## config.mk

```make
export PLATFORM = sky130hd
export DESIGN_NAME = wide_cmp_tree
export DESIGN_NICKNAME = d
export VERILOG_FILES = /design/src/rtl/wide_cmp_pkg.sv /design/src/rtl/mag_cell.sv /design/src/rtl/slice_bank.sv /design/src/rtl/wide_cmp_tree.sv
export SDC_FILE = /design/constraint.sdc
export NUM_CORES = 1
export LEC_CHECK = 0
export ABC_AREA = 1
export CAP_MARGIN = 30
export CELL_PAD_IN_SITES_DETAIL_PLACEMENT = 0
export CELL_PAD_IN_SITES_GLOBAL_PLACEMENT = 2
export CORE_ASPECT_RATIO = 0.75
export CORE_MARGIN = 1.5
export CORE_UTILIZATION = 29
export DETAILED_ROUTE_END_ITERATION = 16
export DONT_BUFFER_PORTS = 1
export PLACE_DENSITY = 0.8
export SYNTH_ARGS = -nofsm -noshare
export SYNTH_HDL_FRONTEND = slang
export SYNTH_SLANG_ARGS = --single-unit
```

## constraint.sdc

```tcl
create_clock -name clk -period 1.96 [get_ports clk]
set_input_delay 0.294 -clock clk [delete_from_list [all_inputs] [get_ports clk]]
set_output_delay 0.294 -clock clk [all_outputs]
set_load 0.05 [all_outputs]
```

## src/rtl/wide_cmp_pkg.sv

```systemverilog
package wide_cmp_pkg;

  typedef struct packed {
    logic gt;
    logic eq;
    logic lt;
  } verdict_t;

  // Word width covered by one low slice of CW bits plus CW upper slices of CW+1 bits
  function automatic int tree_width(input int cw);
    return cw * (cw + 2);
  endfunction

  localparam verdict_t CHAIN_START = '{gt: 1'b0, eq: 1'b1, lt: 1'b0};

endpackage

```

## src/rtl/mag_cell.sv

```systemverilog
module mag_cell
  import wide_cmp_pkg::*;
#(
  parameter int CW = 4
) (
  input  logic [CW-1:0] a,
  input  logic [CW-1:0] b,
  input  verdict_t      seed,
  output verdict_t      res
);

  always_comb begin
    if (a > b) begin
      res = '{gt: 1'b1, eq: 1'b0, lt: 1'b0};
    end else if (a < b) begin
      res = '{gt: 1'b0, eq: 1'b0, lt: 1'b1};
    end else begin
      // data tie: the expander inputs decide
      res.gt = ~seed.lt & ~seed.eq;
      res.lt = ~seed.gt & ~seed.eq;
      res.eq = seed.eq;
    end
  end

endmodule

```

## src/rtl/slice_bank.sv

```systemverilog
module slice_bank
  import wide_cmp_pkg::*;
#(
  parameter int CW = 4,
  localparam int FW = tree_width(CW)
) (
  input  logic [FW-1:0] a,
  input  logic [FW-1:0] b,
  output verdict_t      low_v,
  output logic [CW-1:0] hi_gt,
  output logic [CW-1:0] hi_lt
);

  logic [CW-1:0] unused_hi_eq;

  // least significant slice: start-of-chain tie-off
  mag_cell #(.CW(CW)) u_low (
    .a   (a[CW-1:0]),
    .b   (b[CW-1:0]),
    .seed(CHAIN_START),
    .res (low_v)
  );

  // upper slices: expander inputs carry one extra, lower-order bit
  for (genvar k = 0; k < CW; k++) begin : g_hi
    localparam int BASE = CW + k * (CW + 1);
    verdict_t seed_k;
    verdict_t res_k;

    assign seed_k = '{gt: a[BASE], eq: 1'b0, lt: b[BASE]};

    mag_cell #(.CW(CW)) u_cell (
      .a   (a[BASE+CW:BASE+1]),
      .b   (b[BASE+CW:BASE+1]),
      .seed(seed_k),
      .res (res_k)
    );

    assign hi_gt[k]        = res_k.gt;
    assign hi_lt[k]        = res_k.lt;
    assign unused_hi_eq[k] = res_k.eq;
  end

endmodule

```

## src/rtl/wide_cmp_tree.sv

```systemverilog
module wide_cmp_tree
  import wide_cmp_pkg::*;
#(
  parameter int CELL_W = 4,
  parameter int WIDTH  = 24
) (
  input  logic             clk,
  input  logic             rst,
  input  logic [WIDTH-1:0] a_i,
  input  logic [WIDTH-1:0] b_i,
  output logic             gt_o,
  output logic             eq_o,
  output logic             lt_o
);

  localparam int FULL_W = tree_width(CELL_W);

  logic [FULL_W-1:0] a_full;
  logic [FULL_W-1:0] b_full;
  verdict_t          low_v;
  verdict_t          fin_v;
  logic [CELL_W-1:0] hi_gt;
  logic [CELL_W-1:0] hi_lt;

  assign a_full = FULL_W'(a_i);
  assign b_full = FULL_W'(b_i);

  slice_bank #(.CW(CELL_W)) u_bank (
    .a    (a_full),
    .b    (b_full),
    .low_v(low_v),
    .hi_gt(hi_gt),
    .hi_lt(hi_lt)
  );

  // final level: upper verdicts as operand bits, low slice through expanders
  mag_cell #(.CW(CELL_W)) u_final (
    .a   (hi_gt),
    .b   (hi_lt),
    .seed(low_v),
    .res (fin_v)
  );

  always_ff @(posedge clk) begin
    if (rst) begin
      gt_o <= 1'b0;
      eq_o <= 1'b0;
      lt_o <= 1'b0;
    end else begin
      gt_o <= fin_v.gt;
      eq_o <= fin_v.eq;
      lt_o <= fin_v.lt;
    end
  end

endmodule

```

; ---- Yosys cells after proc, flatten, opt, wreduce, memory -nomap -nowiden
; Cells that the tools add are included.
[totals]
reg_bits = 3
inputBits = 50
elab_cells = 42
[classes]
magnitude_cmp = 12
n_mux = 12
bitwise_logic = 13
n_reduce_logical = 2
[ops]
columns = op, n
row1 = $mux W3, 11
row2 = $gt A4 B4 Y1, 6
row3 = $lt A4 B4 Y1, 6
row4 = $not A1 Y1, 11
row5 = $reduce_or A3 Y1, 1
row6 = $and A1 B1 Y1, 2
row7 = $mux W2, 1
row8 = $reduce_or A2 Y1, 1

; ---- Depth between registers and ports, before layout
[depth]
word_depth = 7
mapped_depth = 15

; ---- Hierarchy
; Synthesis repeated with hierarchy kept, for this count alone.
[unflattened]
cells_unflattened = 185
area_unflattened_um2 = 991.0
[modules_own_cells]
columns = module, instances, cells_per_inst, area_each_um2, seq_area_each_um2
row1 = mag_cell, 6, 29, 150.1, 0.0
row2 = wide_cmp_tree, 1, 9, 82.6, 60.1
row3 = slice_bank, 1, 2, 7.5, 0.0

; ---- Worst setup path after synthesis
; Ideal clock, no wire load.
[synth_path]
path_kind = input port to flip-flop
start = in b_i[21]
end = reg lt_o
t_arrival_ps = 1728
slack_ps = 170
path_stages = 13
cell_sequence = inv_1 -> ha_1 -> inv_1 -> nor2_1 -> o21ai_0 -> nand2_1 -> o21a_1 -> ha_1 -> a21oi_1 -> nand2_2 -> o21ai_2 -> nand2_2 -> nor2_2
[synth_via]
elab_chain_len = 5
[synth_lines]
columns = element, line_no
row1 = from (decl), wide_cmp_tree.sv:10  ; input logic [WIDTH-1:0] b_i,
row2 = $lt A4 B4 Y1, mag_cell.sv:15  ; end else if (a < b) begin
row3 = $mux W3, mag_cell.sv:15
row4 = $mux W3 (*), mag_cell.sv:13  ; if (a > b) begin
row5 = $lt A4 B4 Y1 or $gt A4 B4 Y1 (tied branches), "mag_cell.sv:15, mag_cell.sv:13"
row6 = $mux W3 or $reduce_or A2 Y1 (tied branches), n/a
row7 = to (signal assigned), wide_cmp_tree.sv:52  ; lt_o <= fin_v.lt;
row8 = to (decl), wide_cmp_tree.sv:13  ; output logic lt_o
; Mark *: on every way between the ends. The rest lies on a longest branch, timed or not.
; A chain may end at the register's enable or synchronous reset.

; ---- Final worst setup path
; Same ends and word-level chain as after synthesis.

==> impl_results.md <==
- VDD IR max: 0.329 mV
- Worst-path clk slew: 40 ps
- GRT overflow: 0
- Syn Nets: 191
- All-Layer GR Usage: 0.0844
- Largest net degree at the start of global routing: 4
- Static Leak: 0.509 nW
- Layout cells sized above 1: 0.107
- Synth Area per Inst: 6.62 sq um
- Max Root-Sink Buffers: 2
- Global-route wire length before repair: 1.99 mm
- Post-synth top area share: 0.388
- Ant diodes: 0
- Synth area leader: ha_1
- Synth top area cells: ha_1 39%, inv_1 16%, dfxtp_1 7.8%
- P&R area growth vs syn: 9.21%
- Routed wire per std cell: 8.62 um
- Met2 usage: 0.151
- Total Nets Final: 196
- Startpoint Class: primary input
- Die area: 0.00299 sq mm
- Slew Limit Fails: 0
- Vias per inst: 4.34
- Vias in the first global route: 555
- Crit. Startpoint: b_i[21]
- CTS resizes: 0
- Most frequent cell after synthesis: inv_1
- TritonCTS clock tree: built
- I/O Buffers: 0
- Top FF cell, synth: dfxtp_1
- WP data arrival: 1830 ps
- GR Util met1: 0.0964
- Register area share after synthesis: 0.0775
- DP Worst Slack: 45.6 ps
- PnR worst setup slack: 302 ps
- Hold WC Path Type: primary input to flop
- RSZ-0062 raised after global routing: no
- Post-DRT Antenna Nets: 0
- Final setup vio count: 0
- H-tree depth: 1
- Final worst path period need: 1660 ps
- Max-cap violations: 0
- Wirelength, routed: 1.35 mm
- Iter 0 DRT Violations: 3
- Tightest Pin Transition: 497 ps
- Clock sink count: 3
- CP endpoint kind: flop
- Post-Syn Area: 774 sq um
- Top post-synthesis cells by count: 33 x inv_1, 24 x ha_1, 16 x nand2_1
- Cells after synthesis: ~120
- Initial Util: 0.302
- YS warnings: 0
- Rows: 16
- Post-CTS Setup Inserts: 0
- Most Crowded Layer GR: met2
- FF+latch count, synth: 3
- Worst setup endpoint: lt_o$_SDFF_PP0_
- Final critical-path share of the clock period: 0.846
- WP data required: 2140 ps
- Yosys cell types: 19
- Die Height: ~48 um
- Finished Core Util: 0.330
- Outcome: complete, no violations
- WS Path Type: primary input to flop
- Pwr per Cell Area: 499 mW/mm^2
- CTS Root Cell: clkbuf_4
- Initial antenna violation count: 0
- Number of enable flip-flop cells after synthesis: 0
- Via count: 682
- Max Freq: 0.603 GHz
- Cts hold-fix bufs: 0
- Ys async rst share: 0
- # IOs: between 50 and 60
- Drt drc: 0
- Critical path peak fanout: 3
- Fin. Hold Viols: 0
- Post-DP HPWL: 1.26 mm
- Pre-Repair DR Iteration Count: 4
- Routability cong.: 0.669
- Die W: 62.7 um
- Post-route insts no fill: 157
- Num CTS Buffers: 3
- Setup TNS: 0 ps
- Core area: between 0.002 and 0.003 sq mm
- Placed Instances: 153
- Global routing usage on met3: 0.0282
- Power Total: 422 uW
- Max-Slew Margin vs Limit: 0.668
==> critical path: stages <==
cell and delay, ps:
inv_1 20, ha_1 270, inv_1 50, nor2_1 30, o21ai_0 130, nand2_1 80
o21a_1 110, ha_1 320, a21oi_1 190, nand2_2 100, o21ai_2 90, nand2_2 70
nor2_2 70
==> worst min-delay path by stage <==
stage | startpoint | endpoint | slack, ps | depth (start not counted)
5_1_grt | rst | gt_o$_SDFF_PP0_ | 100 | 1
2_1_floorplan | rst | gt_o$_SDFF_PP0_ | 360 | 1
3_3_place_gp | rst | gt_o$_SDFF_PP0_ | 360 | 1
6_report | rst | gt_o$_SDFF_PP0_ | 110 | 1
3_5_place_dp | rst | gt_o$_SDFF_PP0_ | 360 | 1
4_1_cts | rst | gt_o$_SDFF_PP0_ | 110 | 1
==> routing by layer <==
metal,vias to the layer above,wire length (um)
met5,-,0
met1,274,614
met2,25,627
met3,2,95
met4,0,16
li1,381,-
==> where the power goes <==
| part | internal, mW | switching (mW) |
|---|---|---|
| Clock | 0.0765 | 0.0351 |
| Combinational | 0.0856 | 0.116 |
| Sequential | 0.0712 | 0.0383 |
==> state kept, by name (all words and copies together), names as in the netlist <==
| name | count |
|---|---|
| eq_o | 1 |
| gt_o | 1 |
| lt_o | 1 |
==> through the flow <==
step	instance area (sq um)	hold slack, ps
after floorplan	774	356
after global placement	820	358
after detailed placement	820	360
after CTS	846	110
after global routing	846	100
final	846	114
==> placed cells by master, fill, tap and decap left out <==
| master | instances |
|---|---|
| a21oi_1 | 11 |
| o21ai_1 | 1 |
| dfxtp_1 | 3 |
| nand4_1 | 1 |
| nand3_1 | 2 |
| a21oi_2 | 1 |
| o21a_1 | 3 |
| clkbuf_1 | 1 |
| nand3_2 | 1 |
| nor2_1 | 6 |
| inv_1 | 33 |
| inv_2 | 1 |
| clkbuf_4 | 3 |
| nand2_4 | 1 |
| o21ai_0 | 4 |
| ha_1 | 24 |
| nor2_2 | 1 |
| o21ai_2 | 1 |
| nand2_2 | 4 |
| nand2_1 | 16 |
| nor3_1 | 3 |
==> logic make-up after synthesis <==
logic type	synth area share
simple gates	0.215
flops	0.0775
compound gates	0.155
buf+inv	0.165
fa+ha+maj	0.388
==> cell type report <==
cell class / count / area [sq um]
fillers: 304 / 1720
multi-input cells: 80 / 587
inverters: 34 / 128
flip-flops and latches: 3 / 60.1
well taps: 36 / 45.0
clock buffers: 4 / 26.3
Power figures use the tool's default switching activity.
